`config.mk`:
```
export PLATFORM = sky130hd
export DESIGN_NAME = hb_deadtime_guard
export DESIGN_NICKNAME = d
export VERILOG_FILES = /design/src/rtl/hb_dt_pkg.sv /design/src/rtl/hb_dt_sequencer.sv /design/src/rtl/hb_dt_pulldown.sv /design/src/rtl/hb_dt_flags.sv /design/src/rtl/hb_deadtime_guard.sv
export SDC_FILE = /design/constraint.sdc
export NUM_CORES = 1
export LEC_CHECK = 0
export BUFFER_PORTS_ARGS = -buffer_cell sky130_fd_sc_hd__buf_2
export CAP_MARGIN = 5
export CORE_MARGIN = 2
export CORE_UTILIZATION = 62
export CTS_BUF_LIST = sky130_fd_sc_hd__clkbuf_16
export DETAILED_ROUTE_END_ITERATION = 8
export GPL_ROUTABILITY_DRIVEN = 0
export MAX_ROUTING_LAYER = met4
export PLACE_DENSITY = 0.85
export SETUP_SLACK_MARGIN = 0.4
export SLEW_MARGIN = 10
export SYNTH_ARGS = -nofsm -noshare
export SYNTH_HDL_FRONTEND = slang
export SYNTH_SLANG_ARGS = --single-unit
export TNS_END_PERCENT = 50
```
`constraint.sdc`:
```
create_clock -name clk -period 6.72 [get_ports clk]
set_input_delay 0.336 -clock clk [delete_from_list [all_inputs] [get_ports clk]]
set_output_delay 0.336 -clock clk [all_outputs]
set_load 0.02 [all_outputs]
```
`src/rtl/hb_dt_pkg.sv`:
```
package hb_dt_pkg;

  typedef enum logic [2:0] {
    SQ_IDLE = 3'd0,
    SQ_WAIT = 3'd1,
    SQ_DEAD = 3'd2,
    SQ_ON   = 3'd3,
    SQ_MFLT = 3'd4
  } seq_state_e;

  // Effective dead interval: a zero code still yields one cycle.
  function automatic logic [31:0] dead_len(logic [31:0] code);
    return (code == 32'd0) ? 32'd1 : code;
  endfunction

  // True once (elapsed + 1) cycles cover the requested length.
  function automatic logic reached(logic [31:0] elapsed, logic [31:0] len);
    return (elapsed + 32'd1) >= len;
  endfunction

endpackage

```
`src/rtl/hb_dt_sequencer.sv`:
```
module hb_dt_sequencer
  import hb_dt_pkg::*;
#(
  parameter int DT_W     = 6,
  parameter int WD_LIMIT = 40
) (
  input  logic            clk,
  input  logic            rst_n,
  input  logic [1:0]      pwm,
  input  logic [1:0]      vgs_off,
  input  logic            mode_closed,
  input  logic [DT_W-1:0] dt_code,
  output logic [1:0]      gate,
  output logic [1:0]      turn_on,
  output logic            wd_expire,
  output logic            xc_evt
);
  localparam int WD_W  = $clog2(WD_LIMIT + 1);
  localparam int CNT_W = (DT_W > WD_W) ? DT_W : WD_W;

  seq_state_e       st_q, st_d;
  logic             tgt_q, tgt_d;       // 1 = high side targeted
  logic [CNT_W-1:0] cnt_q, cnt_d;
  logic [DT_W-1:0]  low_q;              // cycles since both enables went low
  logic             cmd_valid, cmd_side, opp_off, dead_done, wd_done;
  logic [31:0]      dlen;
  logic             next_seq_state;

  assign xc_evt    = pwm[1] & pwm[0];
  assign cmd_valid = pwm[1] ^ pwm[0];
  assign cmd_side  = pwm[1];
  assign opp_off   = tgt_q ? vgs_off[0] : vgs_off[1];
  assign dlen      = dead_len(32'(dt_code));
  assign dead_done = mode_closed ? reached(32'(cnt_q), dlen)
                                 : reached(32'(low_q), dlen);
  assign wd_done   = reached(32'(cnt_q), 32'(WD_LIMIT));
  assign next_seq_state = mode_closed;

  always_comb begin
    st_d      = st_q;
    tgt_d     = tgt_q;
    cnt_d     = cnt_q;
    wd_expire = 1'b0;
    case (st_q)
      SQ_IDLE: begin
        if (cmd_valid) begin
          tgt_d = cmd_side;
          cnt_d = '0;
          st_d  = next_seq_state ? SQ_WAIT : SQ_DEAD;
        end
      end
      SQ_WAIT: begin
        if (!cmd_valid) begin
          st_d = SQ_IDLE;
        end else if (cmd_side != tgt_q) begin
          tgt_d = cmd_side;
          cnt_d = '0;
        end else if (opp_off) begin
          st_d  = SQ_DEAD;
          cnt_d = '0;
        end else if (wd_done) begin
          st_d      = SQ_MFLT;
          wd_expire = 1'b1;
        end else begin
          cnt_d = cnt_q + 1'b1;
        end
      end
      SQ_DEAD: begin
        if (!cmd_valid) begin
          st_d = SQ_IDLE;
        end else if (cmd_side != tgt_q) begin
          tgt_d = cmd_side;
          cnt_d = '0;
          st_d  = next_seq_state ? SQ_WAIT : SQ_DEAD;
        end else if (dead_done) begin
          st_d = SQ_ON;
        end else if (cnt_q != '1) begin
          cnt_d = cnt_q + 1'b1;
        end
      end
      SQ_ON: begin
        if (!cmd_valid) begin
          st_d = SQ_IDLE;
        end else if (cmd_side != tgt_q) begin
          tgt_d = cmd_side;
          cnt_d = '0;
          st_d  = next_seq_state ? SQ_WAIT : SQ_DEAD;
        end
      end
      SQ_MFLT: begin
        if (pwm == 2'b00) st_d = SQ_IDLE;
      end
      default: st_d = SQ_IDLE;
    endcase
  end

  always_ff @(posedge clk or negedge rst_n) begin
    if (!rst_n) begin
      st_q  <= SQ_IDLE;
      tgt_q <= 1'b0;
      cnt_q <= '0;
      low_q <= '0;
    end else begin
      st_q  <= st_d;
      tgt_q <= tgt_d;
      cnt_q <= cnt_d;
      if (st_q == SQ_ON)   low_q <= '0;
      else if (low_q != '1) low_q <= low_q + 1'b1;
    end
  end

  assign gate[1]    = (st_q == SQ_ON) &&  tgt_q;
  assign gate[0]    = (st_q == SQ_ON) && !tgt_q;
  assign turn_on[1] = ((st_q == SQ_WAIT) || (st_q == SQ_DEAD)) &&  tgt_q;
  assign turn_on[0] = ((st_q == SQ_WAIT) || (st_q == SQ_DEAD)) && !tgt_q;

  AST_XC_BLOCKED: assert property (@(posedge clk) disable iff (!rst_n)
    xc_evt |=> (gate == 2'b00));
  AST_RISE_FROM_LOW: assert property (@(posedge clk) disable iff (!rst_n)
    ($rose(gate[1]) || $rose(gate[0])) |-> $past(gate == 2'b00));
  AST_HI_FOLLOWS_CMD: assert property (@(posedge clk) disable iff (!rst_n)
    gate[1] |-> $past(pwm == 2'b10));
  AST_LO_FOLLOWS_CMD: assert property (@(posedge clk) disable iff (!rst_n)
    gate[0] |-> $past(pwm == 2'b01));
  AST_TIMEOUT_PARKS: assert property (@(posedge clk) disable iff (!rst_n)
    wd_expire |=> (gate == 2'b00));

endmodule

```
`src/rtl/hb_dt_pulldown.sv`:
```
module hb_dt_pulldown #(
  parameter int HOLD_W = 4
) (
  input  logic              clk,
  input  logic              rst_n,
  input  logic [1:0]        gate,
  input  logic [1:0]        turn_on,
  input  logic [HOLD_W-1:0] hold_code,
  output logic [1:0]        pd_opp      // [g]: pulldown on the side opposite g
);

  for (genvar g = 0; g < 2; g++) begin : g_side
    logic [HOLD_W-1:0] hcnt_q;

    always_ff @(posedge clk or negedge rst_n) begin
      if (!rst_n)              hcnt_q <= '0;
      else if (!gate[g])       hcnt_q <= '0;
      else if (hcnt_q != '1)   hcnt_q <= hcnt_q + 1'b1;
    end

    assign pd_opp[g] = turn_on[g] | (gate[g] & (hcnt_q < hold_code));

    AST_PD_NOT_SELF: assert property (@(posedge clk) disable iff (!rst_n)
      pd_opp[g] |-> !gate[1-g]);
    AST_PD_BEFORE_RISE: assert property (@(posedge clk) disable iff (!rst_n)
      $rose(gate[g]) |-> $past(pd_opp[g]));
  end

endmodule

```
`src/rtl/hb_dt_flags.sv`:
```
module hb_dt_flags (
  input  logic clk,
  input  logic rst_n,
  input  logic xc_evt,
  input  logic wd_expire,
  input  logic clr_shoot,
  input  logic clr_mon,
  output logic shoot_flag,
  output logic mon_flag
);

  always_ff @(posedge clk or negedge rst_n) begin
    if (!rst_n) begin
      shoot_flag <= 1'b0;
      mon_flag   <= 1'b0;
    end else begin
      if (xc_evt)         shoot_flag <= 1'b1;
      else if (clr_shoot) shoot_flag <= 1'b0;
      if (wd_expire)      mon_flag   <= 1'b1;
      else if (clr_mon)   mon_flag   <= 1'b0;
    end
  end

  AST_SHOOT_LATCH: assert property (@(posedge clk) disable iff (!rst_n)
    xc_evt |=> shoot_flag);
  AST_SHOOT_CLEAR: assert property (@(posedge clk) disable iff (!rst_n)
    (clr_shoot && !xc_evt) |=> !shoot_flag);
  AST_MON_LATCH: assert property (@(posedge clk) disable iff (!rst_n)
    wd_expire |=> mon_flag);

endmodule

```
`src/rtl/hb_deadtime_guard.sv`:
```
module hb_deadtime_guard #(
  parameter int DT_W     = 6,
  parameter int HOLD_W   = 4,
  parameter int WD_LIMIT = 40
) (
  input  logic              clk,
  input  logic              rst_n,
  input  logic              pwm_hi,
  input  logic              pwm_lo,
  input  logic              vgs_off_hi,
  input  logic              vgs_off_lo,
  input  logic              mode_closed,
  input  logic [DT_W-1:0]   dt_code,
  input  logic [HOLD_W-1:0] hold_code,
  input  logic              clr_shoot,
  input  logic              clr_mon,
  output logic              gate_hi,
  output logic              gate_lo,
  output logic              pd_hi,
  output logic              pd_lo,
  output logic              shoot_flag,
  output logic              mon_flag
);

  logic [1:0] gate_w, turn_on_w, pd_opp_w;
  logic       wd_expire_w, xc_evt_w;

  hb_dt_sequencer #(.DT_W(DT_W), .WD_LIMIT(WD_LIMIT)) u_seq (
    .clk         (clk),
    .rst_n       (rst_n),
    .pwm         ({pwm_hi, pwm_lo}),
    .vgs_off     ({vgs_off_hi, vgs_off_lo}),
    .mode_closed (mode_closed),
    .dt_code     (dt_code),
    .gate        (gate_w),
    .turn_on     (turn_on_w),
    .wd_expire   (wd_expire_w),
    .xc_evt      (xc_evt_w)
  );

  hb_dt_pulldown #(.HOLD_W(HOLD_W)) u_pd (
    .clk       (clk),
    .rst_n     (rst_n),
    .gate      (gate_w),
    .turn_on   (turn_on_w),
    .hold_code (hold_code),
    .pd_opp    (pd_opp_w)
  );

  hb_dt_flags u_flags (
    .clk        (clk),
    .rst_n      (rst_n),
    .xc_evt     (xc_evt_w),
    .wd_expire  (wd_expire_w),
    .clr_shoot  (clr_shoot),
    .clr_mon    (clr_mon),
    .shoot_flag (shoot_flag),
    .mon_flag   (mon_flag)
  );

  assign gate_hi = gate_w[1];
  assign gate_lo = gate_w[0];
  assign pd_lo   = pd_opp_w[1];   // high side turning on -> hold low side down
  assign pd_hi   = pd_opp_w[0];

endmodule

```
# Word-level counts from Yosys, hierarchy flattened

Cells that the tools add are included.

Add/sub/neg operators: 6
$lt $le $gt $ge: 5
Eq/ne operators: 26
Mux-type cells: 47
Bitwise operators: 6
Reductions and logical operators: 18

Operators with widths:

| kind                                                                | number |
|---|---|
| two-way mux 6 bit                                                   | 14 |
| greater-or-equal comparator 32 bit                                  | 2 |
| two-way mux 3 bit                                                   | 11 |
| greater-or-equal comparator 32 x 6 -> 1 bit (second input constant) | 1 |
| one-hot mux 6 bit (4 select lines)                                  | 1 |
| inequality test 2 x 1 -> 1 bit (second input constant)              | 10 |
| two-way mux 4 bit                                                   | 4 |
| inequality test 4 bit (second input constant)                       | 4 |
| one-hot mux 3 bit (5 select lines)                                  | 1 |
| adder 6 x 1 -> 7 bit (second input constant)                        | 2 |
| two-way mux 1 bit                                                   | 14 |
| adder 6 x 1 -> 6 bit (second input constant)                        | 2 |
| inequality test 6 bit (second input constant)                       | 2 |
| inequality test 3 bit (second input constant)                       | 3 |
| AND reduction 9 bit                                                 | 1 |
| adder 4 x 1 -> 4 bit (second input constant)                        | 2 |
| less-than comparator 4 bit                                          | 2 |
| nonzero test 2 bit                                                  | 4 |
| == test 3 x 2 -> 1 bit (second input constant)                      | 2 |
| logical NOT 6 bit                                                   | 1 |
| AND reduction 6 bit                                                 | 1 |
| logical AND 1 bit                                                   | 4 |
| inequality test 4 x 3 -> 1 bit (second input constant)              | 1 |
| AND reduction 4 bit                                                 | 1 |
| other kinds (15)                                                    | 18 |

Register bits: 26
Output and inout bits: 6
Logic and storage cells: 116

# Longest topological paths before layout

Gate-level depths: netlist of run 1.

Depth in word-level cells: 8
Gate-level depth with buffers: 10

# Cells and area by module

Synthesis of run 1 repeated with hierarchy kept, for this count alone.

Cell total of the unflattened synthesis: 234
Area, all modules: 2087.0 um2

Modules (own cells, without submodules):

| module          | instances | cells each | area an instance (um2) |
|---|---|---|---|
| hb_dt_sequencer | 1         | 175        | 1493.9 |
| hb_dt_pulldown  | 1         | 53         | 520.5 |
| hb_dt_flags     | 1         | 6          | 72.6 |

# Least setup slack after synthesis of run 1

OpenSTA, ideal clock, no wires.

Path type: flip-flop to flip-flop
From: register u_seq.cnt_q[0]
To: register u_seq.cnt_q[0]
Library setup time: 0.125 ns
Data arrival time: 2.420 ns
Required time: 6.595 ns
Slack: 4.175 ns
Stages on the path, launching flop included: 11
Path buffers: 0
Clock period less this slack: 2.545 ns
Cells stage by stage: dfrtp_1 > ha_1 > nand3_1 > xor2_1 > inv_1 > ha_1 > o211ai_1 > o211a_2 > a211oi_4 > nor2_2 > mux2_4

Longest elaborated chain between the ends: 6
Elaborated cells between the ends (all ways): 19

RTL lines:

| element                                                                                    | line                   | source |
|---|---|---|
| start: declaration                                                                         | hb_dt_sequencer.sv:23  | `logic [CNT_W-1:0] cnt_q, cnt_d;` |
| start signal: assignment                                                                   | hb_dt_sequencer.sv:106 | `cnt_q <= cnt_d;` |
| parallel branches: the longest is 6 deep, another holds greater-or-equal comparator 32 bit | --                     |  |

Several ways; the timed one is not identified. The select of a mux whose other input is x is not followed.
A chain may end at the register's enable or synchronous reset.

# Final worst setup path of run 1

From: register u_seq.low_q[0]
To: register u_seq.cnt_q[0]

Longest elaborated chain between the ends: 5

RTL lines:

| element                            | line                   | source |
|---|---|---|
| start: declaration                 | hb_dt_sequencer.sv:24  | `logic [DT_W-1:0] low_q;` |
| start signal: assignment           | hb_dt_sequencer.sv:108 | `else if (low_q != '1) low_q <= low_q + 1'b1;` |
| adder 6 x 1 -> 7 bit               | hb_dt_pkg.sv:18        | `return (elapsed + 32'd1) >= len;` |
| greater-or-equal comparator 32 bit | hb_dt_pkg.sv:18        |  |
| two-way mux 1 bit                  | hb_dt_sequencer.sv:34  | `assign dead_done = mode_closed ? reached(32'(cnt_q), dlen)` |
| inequality test 3 bit (no line)    | --                     |  |
| AND reduction 9 bit (no line)      | --                     |  |

Every way passes these cells.

==> summary.txt, run 1 <==
CTS
  – Clock Tree Root: clkbuf_16
  – Clock net sink count: 26
  – Hold-fix buffers at CTS: 0
  – Max Root-Sink Buffers: 2
  – Post-CTS Setup Inserts: 0
  – TritonCTS clock tree: done
  – PostCTS Resize Cnt: 0
  – TritonCTS buffer count: 3
  – Skew-Pair Late Insertion Delay: between 200 and 300 ps
  – Clk slew on worst S/H paths: 70 ps
  – H-tree Lvls: 1

Timing
  – Setup TNS: 0 ps
  – Final Critical Period: 2790 ps
  – Fin crit share: 0.415
  – Final Hold Fails: 0
  – Setup-violating endpoint count in the final report: 0
  – Layout Skew: 2.74 ps
  – RSZ-0062 raised after global routing: no
  – Rel. slew slack: 0.576
  – FMAX: between 300 and 400 MHz
  – Tightest Pin Transition: 632 ps
  – Final Max Tran Viols: 0
  – Final worst slack: roughly 4000 ps

Synth
  – Gate Count Post-Synth: 226
  – Mapped Area: 2080 um^2
  – Yosys warns: 0
  – Yosys reg bits: 26
  – Post-synthesis sequential area ratio: 0.313
  – Netlist cell types: 53
  – Async SR Flop Fraction: 1.00
  – Synthesized area per cell: 9.18 um^2
  – Post-synth net total: 270
  – Number of synthesized flops with an enable pin: 0
  – Synth Flop Type: dfrtp_1

Setup path
  – CP max stage delay: about 450 ps
  – Critical path arrival: 2940 ps
  – Bufs and invs on worst path: 1
  – Crit end category: flop
  – Crit path max fanout: 9
  – Critical Path Most Common Cell: ha_1
  – Crit path cell chain: ha_1, xnor2_1, inv_1, ha_1, a211o_1, a31oi_1, o211a_4, a211oi_4, nor2_2, mux2_4
  – Delay-heaviest family, CP: compound AO/OA/AOI/OAI gates
  – Critical path startpoint category: flop
  – Slowest-stage cell, CP: dfrtp_1
  – Data required, critical path: 6870 ps
  – Critical path type: reg2reg

Detailed routing
  – Avg Vias per Cell: between 5 and 6
  – Detailed Routing Iterations Pass 1: 4
  – Post-route ant nets: 0
  – Via count: about 1,700
  – Wire per inst: 13.5 um
  – Iter 0 DRT Violations: 67
  – Drt drc: 0
  – WL final: between 3000 and 4000 um

Placed design
  – Dpl cells: 289
  – Detailed Place HPWL: between 2000 and 3000 um
  – # port buffers: 24
  – Placement Setup Slack: 3930 ps

Floorplanning
  – I/O pin count: 25
  – Placeable core area: 3280 um^2
  – Cell row count: 21
  – Chip height: 61.9 um
  – Initial cell density of the core: 0.632
  – Die width: 61.9 um
  – DIE AREA: 3830 um^2

Pwr
  – Leak: ~1.2 nW
  – Pwr dens: 282 nW/um^2
  – Peak VDD IR: 0.000164 V
  – Final Power: around 650 uW

Final layout
  – Layout cells sized above 1: 0.162
  – Antenna Cells: 0
  – Fin cells: 293
  – Layout area overhead: 10.3%
  – Final-stage net count: roughly 290

Hold path
  – Hold WC Path Type: in2async

GRT
  – Initial antenna violation count: 0
  – Vias in the first global route: 1,581
  – GRT overflow: 0
  – Global-route usage over all layers: 0.240
  – First-pass GRT wire length: 6630 um
  – Pin count of the biggest net entering global routing: 27

Job
  – Max Cap Viol: 0

Status
  – Status: completed
-- synthesized netlist by cell type, types with 2 or more instances --
cell       count  area [um^2]
dfrtp_1       26          651
ha_1          25          313
inv_1         22         82.6
nor2_1        18         67.6
nand2_1       12         45.0
nand3_1       10         50.1
nor3_1         9         45.0
o21ai_0        8         40.0
xnor2_1        8         70.1
a21oi_1        7         35.0
nand2b_1       6         37.5
xor2_1         6         52.6
a21o_1         5         37.5
a31oi_1        5         31.3
mux2i_1        4         40.0
o41ai_1        4         35.0
a211oi_1       3         22.5
nor3b_1        3         22.5
o21a_1         3         22.5
a2111oi_0      2         17.5
buf_4          2         15.0
clkbuf_1       2         7.51
nand3_2        2         20.0
nor2b_1        2         12.5
o211ai_1       2         15.0
o31a_1         2         17.5
or2_1          2         12.5
-- registers in the layout, indices dropped and copies added, names as in the netlist --
name and flops:
u_pd.g_side.hcnt_q 8, u_flags.shoot_flag 1, u_flags.mon_flag 1, u_seq.st_q 3
u_seq.tgt_q 1, u_seq.low_q 6, u_seq.cnt_q 6
-- cells in the final DEF (no fill, tap or decap), types with 4 or more instances in the layout --
| cell type | n |
|---|---|
| o21ai_0 | 8 |
| dfrtp_1 | 26 |
| xnor2_1 | 8 |
| mux2i_1 | 4 |
| a21o_1 | 5 |
| xor2_1 | 6 |
| buf_2 | 24 |
| nand2b_1 | 6 |
| nand2_1 | 12 |
| nand3_1 | 10 |
| ha_1 | 25 |
| a21oi_1 | 7 |
| nor2_1 | 18 |
| a31oi_1 | 5 |
| nor3_1 | 9 |
| o41ai_1 | 4 |
| inv_1 | 22 |
-- cell type report --
cell class                 count  area, um^2
tap                           46        57.6
clock buffer                   3        75.1
multi-input combinational    171        1300
inverter                      22        82.6
timing repair buffer          24         120
sequential                    26         651
clock inverter                 1        3.75
fill                         255         995
-- per-stage QoR --
step	util	hold slack [ps]	cell area [um^2]
global route	0.697	126	2290
finish	0.697	63.3	2290
global placement	0.673	372	2210
detailed placement	0.673	369	2210
CTS	0.697	89.3	2290
floorplan	-	40.4	2080
-- cell families (layout without fill, tap and decap cells) --
kind of cell             count (synthesis)  after routing  share of synthesized area
buffers and inverters                   29             50                     0.0603
multiplexers                             6              6                     0.0319
AO/OA/AOI/OAI                           55             55                      0.206
XOR/XNOR                                14             14                     0.0591
AND/OR/NAND/NOR                         71             71                      0.178
flip-flops                              26             26                      0.313
adder cells (fa/ha/maj)                 25             25                      0.151
-- per-layer routing --
metal / track usage / vias up / routed length (um) / part of all wire
met5: - / - / 0 / 0
met4: 0.0912 / 0 / 48 / 0.012
met3: 0.0352 / 5 / 91 / 0.023
met2: 0.406 / 26 / 1970 / 0.50
met1: 0.289 / 789 / 1830 / 0.46
li1: - / 853 / - / -
-- power by group --
group,switching [mW],internal (mW)
clock network,0.0552,0.0798
registers,0.0492,0.187
logic,0.152,0.124
total,0.256,0.391
-- final timing paths --
kind | from | endpoint | slack, ps | depth (start not counted)
min in group clk | clr_mon | u_flags.mon_flag$_DFFE_PN0P_ | 270 | 2
hold reg to reg | u_flags.shoot_flag$_DFFE_PN0P_ | u_flags.shoot_flag$_DFFE_PN0P_ | 480 | 1
max in group asynchronous | rst_n | u_pd.g_side[1].hcnt_q[3]$_DFFE_PN0P_ | 6280 | 1
setup / recovery | u_seq.low_q[0]$_DFFE_PN0P_ | u_seq.cnt_q[0]$_DFFE_PN0P_ | 3930 | 10
hold / removal | rst_n | u_pd.g_side[0].hcnt_q[3]$_DFFE_PN0P_ | 60 | 1
setup reg to reg | u_seq.low_q[0]$_DFFE_PN0P_ | u_seq.cnt_q[0]$_DFFE_PN0P_ | 3930 | 10
Power figures use the tool's default switching activity.
==> run 2: changes to the inputs <==
- ABC_AREA: not set -> 1
- CORE_UTILIZATION: 62 -> 58
- PLACE_DENSITY: 0.85 -> 0.81
- clock period: 6.72 -> 2.8 ns (I/O delays scaled with it)
==> summary.txt, run 2 <==
Setup path
  – R2r worst-path depth: 14
  – Worst setup startpoint: u_seq.cnt_q[0]$_DFFE_PN0P_
  – Crit path max fanout: 7
  – FF-to-FF End: u_seq.cnt_q[3]$_DFFE_PN0P_
  – Crit end category: flop
  – Worst path depth: 14
  – Critical path startpoint category: flop
  – Slowest-stage cell, CP: dfrtp_2
  – Critical Path Most Common Cell: nand2_1
  – Crit path cell chain: nand3_1, xor2_1, inv_1, ha_1, a21oi_1, nand2_1, nand2_1, nand2_1, nand2_1, nand2_1, nand2_4, nand3_4, nand2_1, nand2_1
  – Bufs and invs on worst path: 1
  – Data required, critical path: 2950 ps
  – CP max stage delay: roughly 440 ps
  – Critical path type: reg2reg
  – Flop-to-flop setup slack: ~610 ps
  – R2r startpoint: u_seq.cnt_q[0]$_DFFE_PN0P_
  – Critical path arrival: 2340 ps
  – Delay-heaviest family, CP: simple AND/OR/NAND/NOR gates

GRT
  – First-pass GRT wire length: 7110 um
  – Initial antenna violation count: 0
  – Vias in the first global route: 1,721
  – GRT overflow: 0
  – Pin count of the biggest net entering global routing: 27
  – Global-route usage over all layers: 0.224

Synth
  – Most frequent cell after synthesis: nand2_1
  – Synth Flop Type: dfrtp_1
  – Top cell types by occurrence after synthesis: nand2_1, inv_1, dfrtp_1
  – Post-synthesis sequential area ratio: 0.314
  – Number of synthesized flops with an enable pin: 0
  – Synth area leaders: dfrtp_1, ha_1, nand2_1
  – Yosys top cell by area: dfrtp_1
  – Gate Count Post-Synth: between 200 and 300
  – Synthesized area per cell: 7.39 um^2
  – Netlist cell types: 35
  – Yosys reg bits: 26
  – Mapped Area: approximately 2100 um^2
  – Post-synth net total: approximately 320
  – Yosys warns: 0
  – Share of the synthesized area in the top cell type: 0.314
  – Async SR Flop Fraction: 1.00

Final layout
  – Layout cells sized above 1: 0.188
  – Regs by FF count: u_pd.g_side.hcnt_q x8, u_seq.cnt_q x6, u_seq.low_q x6
  – Top reg by flops: u_pd.g_side.hcnt_q
  – Layout filler cell count: 281
  – Antenna Cells: 0
  – Final-stage net count: 354
  – Commonest non-fill, non-tap cell in the layout: nand2_1
  – Fin cells: 355
  – Layout area overhead: 15.3%
  – Most frequent cells in the layout: nand2_1, inv_1, ha_1
  – Max reg flops: 8

Timing
  – Hold_ws: roughly 52 ps
  – Final worst slack: 614 ps
  – Final Critical Period: around 2200 ps
  – FMAX: 458 MHz
  – Rel. slew slack: 0.591
  – RSZ-0062 raised after global routing: no
  – Layout Skew: about 2.3 ps
  – Setup TNS: 0 ps
  – Final Max Tran Viols: 0
  – Setup-violating endpoint count in the final report: 0
  – Fin crit share: 0.781
  – Final Hold Fails: 0
  – Tightest Pin Transition: between 600 and 700 ps

CTS
  – Skew-Pair Late Insertion Delay: 260 ps
  – Max Root-Sink Buffers: 2
  – H-tree Lvls: 1
  – Clock net sink count: 26
  – TritonCTS clock tree: done
  – Clock Tree Root: clkbuf_16
  – TritonCTS buffer count: 3
  – Clk slew on worst S/H paths: roughly 70 ps

Hold path
  – Hold EP: u_flags.shoot_flag$_DFFE_PN0P_
  – Hold path start: clr_shoot
  – Hold WC Path Type: in2reg
  – Hold Path Cell Cnt: 2

Job
  – Max Cap Viol: 0

Floorplanning
  – Die width: 63.7 um
  – Chip height: 63.7 um
  – I/O pin count: 25
  – Placeable core area: between 3000 and 4000 um^2
  – Cell row count: 21
  – DIE AREA: roughly 4100 um^2
  – Initial cell density of the core: 0.611

Placed design
  – # port buffers: 24
  – Dpl cells: 349
  – Detailed Place HPWL: approximately 3200 um
  – Placement Setup Slack: 480 ps

Detailed routing
  – Via count: 1,819
  – Iter 0 DRT Violations: 86
  – Detailed Routing Iterations Pass 1: 4
  – Post-route ant nets: 0
  – Wire per inst: 11.5 um
  – WL final: 4090 um
  – Drt drc: 0
  – Avg Vias per Cell: between 5 and 6

Pwr
  – Final Power: 1.57 mW
  – Pwr dens: 657 nW/um^2
  – Leak: 1.36 nW
  – Peak VDD IR: 0.000515 V

Status
  – Status: completed
-- run 2: cell types whose count changed after synthesis, sizes merged, moves of 5 or more --
cell and delta:
buf -5, inv +31, nand2b -6, nand3 +9, xnor2 -6, a21o -5
nor3 -5, nand4 +6, nand2 +59, nor2 +9
-- run 2: timing repair --
| item | CTS | global route |
|---|---|---|
| setup endpoints to repair | 0 | 8 |
| hold buffers | 1 | 0 |
| resized for setup | 0 | 6 |
| buffers inserted | 0 | 1 |
| hold endpoints to repair | 26 | 0 |
-- run 2: area by class of cell --
class,instances,area [um^2],share of cell area
flip-flops and latches,26,653,0.274
inverters,53,199,0.0834
multi-input cells,200,1230,0.517
repair buffers,26,138,0.0577
clock inverters,1,30.0,0.0126
clock buffers,3,75.1,0.0315
well taps,46,57.6,0.0241
-- run 2: worst max path at each step --
stage | to | slack (ps)
4_1_cts | u_seq.cnt_q[3]$_DFFE_PN0P_ | 470
2_1_floorplan | u_seq.cnt_q[0]$_DFFE_PN0P_ | 660
5_1_grt | u_seq.cnt_q[1]$_DFFE_PN0P_ | 400
3_5_place_dp | u_seq.cnt_q[3]$_DFFE_PN0P_ | 480
3_3_place_gp | u_seq.cnt_q[4]$_DFFE_PN0P_ | 540
6_report | u_seq.cnt_q[3]$_DFFE_PN0P_ | 610
-- run 2: worst register-to-register path: stages, from the launching register on --
cell	delay, ps
dfrtp_2	440
nand3_1	150
xor2_1	250
inv_1	80
ha_1	310
a21oi_1	170
nand2_1	80
nand2_1	60
nand2_1	40
nand2_1	80
nand2_1	90
nand2_4	110
nand3_4	100
nand2_1	70
nand2_1	50
-- run 2: kinds of logic (layout without fill, tap and decap cells) --
family	Yosys count	after routing	share of synthesized area
flip-flops	26	26	0.314
adder cells (fa/ha/maj)	25	25	0.151
buffers and inverters	54	83	0.0979
XOR/XNOR	10	10	0.0460
AO/OA/AOI/OAI	31	31	0.0943
AND/OR/NAND/NOR	134	134	0.296
-- run 2: stage by stage --
stage / utilization / instance area [um^2]
floorplan: - / 2070
global placement: 0.662 / 2240
detailed placement: 0.662 / 2240
CTS: 0.696 / 2360
global route: 0.704 / 2390
finish: 0.704 / 2390
-- run 2: layer usage --
| layer | up-vias | global-route usage | part of all wire |
|---|---|---|---|
| met5 | - | - | 0 |
| met4 | 0 | 0.0788 | 0.011 |
| met3 | 5 | 0.0246 | 0.030 |
| met2 | 28 | 0.388 | 0.50 |
| met1 | 828 | 0.271 | 0.46 |
| li1 | 958 | - | - |
-- run 2: power breakdown --
group / leakage (nW) / internal (mW) / switching [mW]
Clock: 0.0511 / 0.285 / 0.133
Combinational: 0.968 / 0.247 / 0.379
Sequential: 0.345 / 0.446 / 0.0782
